**src/rtl/ptg_pkg.sv**
```systemverilog
package ptg_pkg;
  localparam int DW   = 32;
  localparam int NCLS = 8;

  // one-hot class positions, fixed by the decoder
  localparam int C_WFE    = 0;
  localparam int C_WFI    = 1;
  localparam int C_ZERO   = 2;
  localparam int C_CMAINT = 3;
  localparam int C_CTYPE  = 4;
  localparam int C_SETEND = 5;
  localparam int C_BARR   = 6;

  // field positions inside the control word
  localparam int F_CMAINT = 26;
  localparam int F_BESUP  = 25;
  localparam int F_BEUSR  = 24;
  localparam int F_WFE    = 18;
  localparam int F_WFI    = 16;
  localparam int F_CTYPE  = 15;
  localparam int F_ZERO   = 14;
  localparam int F_SETEND = 8;
  localparam int F_BARR   = 5;

  localparam logic [DW-1:0] ONES_MASK  = 32'h30D0_0800;
  localparam logic [DW-1:0] ZEROS_MASK = 32'hC822_2440;
  localparam logic [DW-1:0] WR_MASK    = ~(ONES_MASK | ZEROS_MASK);
  localparam logic [DW-1:0] RST_WORD   = 32'h30D5_0838;

  localparam logic [1:0] LVL_USER = 2'd0;
endpackage

```
**src/rtl/ptg_ctl_reg.sv**
```systemverilog
module ptg_ctl_reg
  import ptg_pkg::*;
(
  input  logic          clk,
  input  logic          rst,
  input  logic          strap,
  input  logic          we,
  input  logic [DW-1:0] wdata,
  output logic [DW-1:0] word
);
  logic [DW-1:0] store;

  always_ff @(posedge clk) begin
    if (rst) begin
      store <= (RST_WORD & WR_MASK) | (DW'(strap) << F_BESUP);
    end else if (we) begin
      store <= wdata & WR_MASK;
    end
  end

  assign word = (store & WR_MASK) | ONES_MASK;
endmodule

```
**src/rtl/ptg_decide.sv**
```systemverilog
module ptg_decide
  import ptg_pkg::*;
(
  input  logic [DW-1:0]   word,
  input  logic            user,
  input  logic            valid,
  input  logic [NCLS-1:0] cls,
  output logic            trap_c,
  output logic            undef_c
);
  logic [NCLS-1:0] trap_on;
  logic [NCLS-1:0] undef_on;

  for (genvar i = 0; i < NCLS; i++) begin : g_cls
    if (i == C_WFE) begin : g_wfe
      assign trap_on[i] = ~word[F_WFE];   assign undef_on[i] = 1'b0;
    end else if (i == C_WFI) begin : g_wfi
      assign trap_on[i] = ~word[F_WFI];   assign undef_on[i] = 1'b0;
    end else if (i == C_ZERO) begin : g_zero
      assign trap_on[i] = ~word[F_ZERO];  assign undef_on[i] = 1'b0;
    end else if (i == C_CMAINT) begin : g_cm
      assign trap_on[i] = ~word[F_CMAINT]; assign undef_on[i] = 1'b0;
    end else if (i == C_CTYPE) begin : g_ct
      assign trap_on[i] = ~word[F_CTYPE]; assign undef_on[i] = 1'b0;
    end else if (i == C_SETEND) begin : g_se
      assign trap_on[i] = 1'b0;           assign undef_on[i] = word[F_SETEND];
    end else if (i == C_BARR) begin : g_bar
      assign trap_on[i] = 1'b0;           assign undef_on[i] = ~word[F_BARR];
    end else begin : g_none
      assign trap_on[i] = 1'b0;           assign undef_on[i] = 1'b0;
    end
  end

  assign trap_c  = user & valid & |(cls & trap_on);
  assign undef_c = user & valid & |(cls & undef_on);
endmodule

```
**src/rtl/priv_trap_gate.sv**
```systemverilog
module priv_trap_gate
  import ptg_pkg::*;
(
  input  logic            clk,
  input  logic            rst,
  input  logic            boot_be,
  input  logic [1:0]      priv_lvl,
  input  logic            csr_wr_en,
  input  logic            csr_rd_en,
  input  logic [DW-1:0]   csr_wdata,
  output logic [DW-1:0]   csr_rdata,
  input  logic            insn_valid,
  input  logic [NCLS-1:0] insn_class,
  output logic            trap_o,
  output logic            undef_o,
  output logic [DW-1:0]   ctl_fields,
  output logic            be_user,
  output logic            be_super
);
  logic is_user;
  logic wr_ok;
  logic port_trap;
  logic trap_c;
  logic undef_c;

  assign is_user   = (priv_lvl == LVL_USER);
  assign wr_ok     = csr_wr_en & ~is_user;
  assign port_trap = is_user & (csr_wr_en | csr_rd_en);

  ptg_ctl_reg u_reg (
    .clk   (clk),
    .rst   (rst),
    .strap (boot_be),
    .we    (wr_ok),
    .wdata (csr_wdata),
    .word  (ctl_fields)
  );

  ptg_decide u_dec (
    .word    (ctl_fields),
    .user    (is_user),
    .valid   (insn_valid),
    .cls     (insn_class),
    .trap_c  (trap_c),
    .undef_c (undef_c)
  );

  always_ff @(posedge clk) begin
    if (rst) begin
      trap_o    <= 1'b0;
      undef_o   <= 1'b0;
      csr_rdata <= '0;
    end else begin
      trap_o    <= trap_c | port_trap;
      undef_o   <= undef_c;
      csr_rdata <= (csr_rd_en && !is_user) ? ctl_fields : '0;
    end
  end

  assign be_user  = ctl_fields[F_BEUSR];
  assign be_super = ctl_fields[F_BESUP];
endmodule

```
**config.mk**
```make
export PLATFORM = sky130hd
export DESIGN_NAME = priv_trap_gate
export DESIGN_NICKNAME = d
export VERILOG_FILES = /design/src/rtl/ptg_pkg.sv /design/src/rtl/ptg_ctl_reg.sv /design/src/rtl/ptg_decide.sv /design/src/rtl/priv_trap_gate.sv
export SDC_FILE = /design/constraint.sdc
export NUM_CORES = 1
export LEC_CHECK = 0
export BUFFER_PORTS_ARGS = -buffer_cell sky130_fd_sc_hd__buf_2
export CAP_MARGIN = 30
export CORE_ASPECT_RATIO = 1.75
export CORE_MARGIN = 2
export CORE_UTILIZATION = 32
export CTS_CLUSTER_SIZE = 14
export DETAILED_ROUTE_END_ITERATION = 10
export GPL_TIMING_DRIVEN = 0
export PLACE_DENSITY_LB_ADDON = 0.08
export SETUP_SLACK_MARGIN = 0.1
export SYNTH_ARGS = -nofsm -noshare
export SYNTH_HDL_FRONTEND = slang
export SYNTH_SLANG_ARGS = --single-unit
```
**constraint.sdc**
```tcl
create_clock -name clk -period 1.7 [get_ports clk]
set_input_delay 0.17 -clock clk [delete_from_list [all_inputs] [get_ports clk]]
set_output_delay 0.17 -clock clk [all_outputs]
set_load 0.05 [all_outputs]
```
==> metrics.txt <==
status finished, final reports clean; Crit path required time approximately 1.5 ns; RSZ-0062 raised after global routing no; slowest CP cell dfxtp_1; router iterations before antenna repair 4; Post-Layout Cell Count around 320; class of the most critical setup path register to output pin; cts-stage hold buffer count 0; io pins between 100 and 150; Setup crit end kind output pin; routed len/inst 10.63 um; largest net degree at the start of global routing 13; mux cell area share after synthesis 0%; DIE AREA about 5400 um^2; Static Leak roughly 1.2 nW; R2R setup slack 0.62 ns; DRT antenna net count 0; Setup WS post-layout roughly 0.47 ns; All-Layer GR Usage 12.57%; GRT overflow 0; maximum root-to-sink buffer count 2; register area share after synthesis between 50% and 60%; post_cts resized 0; critical path arrival roughly 1.1 ns; CTS tree yes; Yosys warnings 0; largest fanout on the critical path 6; clk slew on worst S/H paths about 0.070 ns; Antenna diodes 0; FF+latch count, synth 39; post-layout util around 47%; Synth Instances around 170; CP peak stage delay 0.40 ns; vias per inst about 4.0; CTS sink count 39; synthesis-to-layout area growth 41.77%; ys flop type dfxtp_1; final RePlAce weighted congestion ~0.7; count leader, synth dfxtp_1; worst slack, placed slightly above 0.5 ns; unique cell type count in the Yosys netlist 25; Final Cell Area between 2000 and 2500 um^2; DR vias about 1.3k; XOR/XNOR share of the synthesized area 0%; # setup viols final 0; CORE AREA 4666 um^2; simple-gate share of the synthesized area 22.50%; Chip Height 96.11 um; Tmin final between 1 and 1.5 ns; worst path cell trace buf_4 -> buf_2; Pwr Density ~1000 nW/um^2; leading post-synthesis cells by instance count dfxtp_1, nand2_1, buf_4; slew margin rel. between 60% and 70%; DR iter-0 viols 15; Initial Utilization between 30 and 40%; total setup buffers inserted after CTS 0; Post-synth EDFFs 1; # rows 33; Tightest Pin Transition around 0.5 ns; hpwl dp about 2700 um; DP Area approximately 2100 um^2; Die W approximately 57 um; fraction of the mapped netlist area in adder cells 0%; share of the synthesized area in the top cell type between 40% and 50%; post-synthesis cell area between 1500 and 2000 um^2; H-tree levels 2; DRC viols 0; Final Hold Violating Endpoints 0; period utilization just over 70%; leading area contributor after synthesis dfxtp_1; Peak VDD IR 0.8256 mV; type of element launching the critical path register; synth top area cells dfxtp_1, buf_4, and2_2; number of CTS-inserted buffers 5; largest family of logic cells by synthesized area simple AND/OR/NAND/NOR gates; via count of the first global-routing pass around 1.1k; Clock Latency Late Sink between 0.2 and 0.3 ns; mean post-synth cell area between 9 and 10 um^2; max cap viols 0; placed insts around 320; setup total negative slack 0 ns; port buffer count ~80; first-pass GRT wire length between 5000 and 6000 um; complex-gate fraction of the synthesized area around 8%; initial antenna violation count 0; clock skew 0.003899 ns; Post-synth ARST share 0%; DRT Wirelength 3445 um; Hold Path Class input port to register; Max Slew Vio Count 0; Root Buffer clkbuf_8; Nets ~320; FMAX approximately 0.81 GHz; fraction of layout cells with a size suffix above 1 approximately 51%
-- final timing paths --
| kind | start | endpoint | depth (start not counted) |
|---|---|---|---|
| setup / recovery | csr_rdata[28] | csr_rdata[20] | 2 |
| hold / removal | csr_wdata[16] | u_reg.store[16] | 2 |
| setup reg to reg | u_reg.store[14] | trap_o | 3 |
| hold reg to reg | u_reg.store[7] | u_reg.store[7] | 2 |
-- flip-flops by register name, indices dropped and copies added (netlist names) --
register     flops
undef_o          1
trap_o           1
u_reg.store     18
csr_rdata       19
-- stage by stage --
stage,hold slack [ns],total power [W]
finish,0.08779,0.002306
global route,0.08005,0.002405
CTS,0.08383,0.002333
detailed placement,0.3836,0.001551
global placement,0.3853,0.001549
floorplan,0.2878,0.001433
-- logic make-up after synthesis --
kind of cell / count (synthesis)
and+or+nand+nor: 64
buffers and inverters: 40
DFF: 39
AOI/OAI and AO/OA: 21
other: 2
-- cell usage in the layout, fill, tap and decap left out, types with 2 or more instances in the layout --
cell type / count
clkbuf_1: 2
inv_1: 5
nand3b_1: 4
clkbuf_8: 6
conb_1: 22
nand2_1: 35
and2_2: 18
o21ai_0: 2
buf_2: 78
buf_4: 32
a21oi_1: 13
dfxtp_1: 38
-- area by class of cell --
cell class | instances | area [um^2]
Clock buffer | 6 | 82.58
Timing Repair Buffer | 78 | 390.4
Buffer | 35 | 259.0
Clock inverter | 2 | 35.03
Tap cell | 52 | 65.06
Multi-Input combinational cell | 107 | 558.0
Sequential cell | 39 | 790.8
Fill cell | 498 | 2466
Inverter | 5 | 18.77
-- critical path: cells and delay by family (launching register included) --
kind	cells	cell delay [ns]
buf+inv	2	0.37
flops	1	0.40
-- where the power goes --
| group | internal [W] | switching (W) |
|---|---|---|
| registers | 0.000960 | 0.0000242 |
| logic | 0.000152 | 0.000390 |
| clock network | 0.000475 | 0.000306 |
| total | 0.00159 | 0.000720 |
-- metal layers --
layer | up-vias | wire (um) | share of wire [%] | GRT usage (%)
met2 | 60 | 1816 | 53 | 23.45
met3 | 6 | 294 | 8.5 | 3.360
met1 | 564 | 1261 | 37 | 12.41
met5 | - | 0 | 0 | 0
met4 | 0 | 72 | 2.1 | 6.746
li1 | 681 | - | - | -
Power figures use the tool's default switching activity.
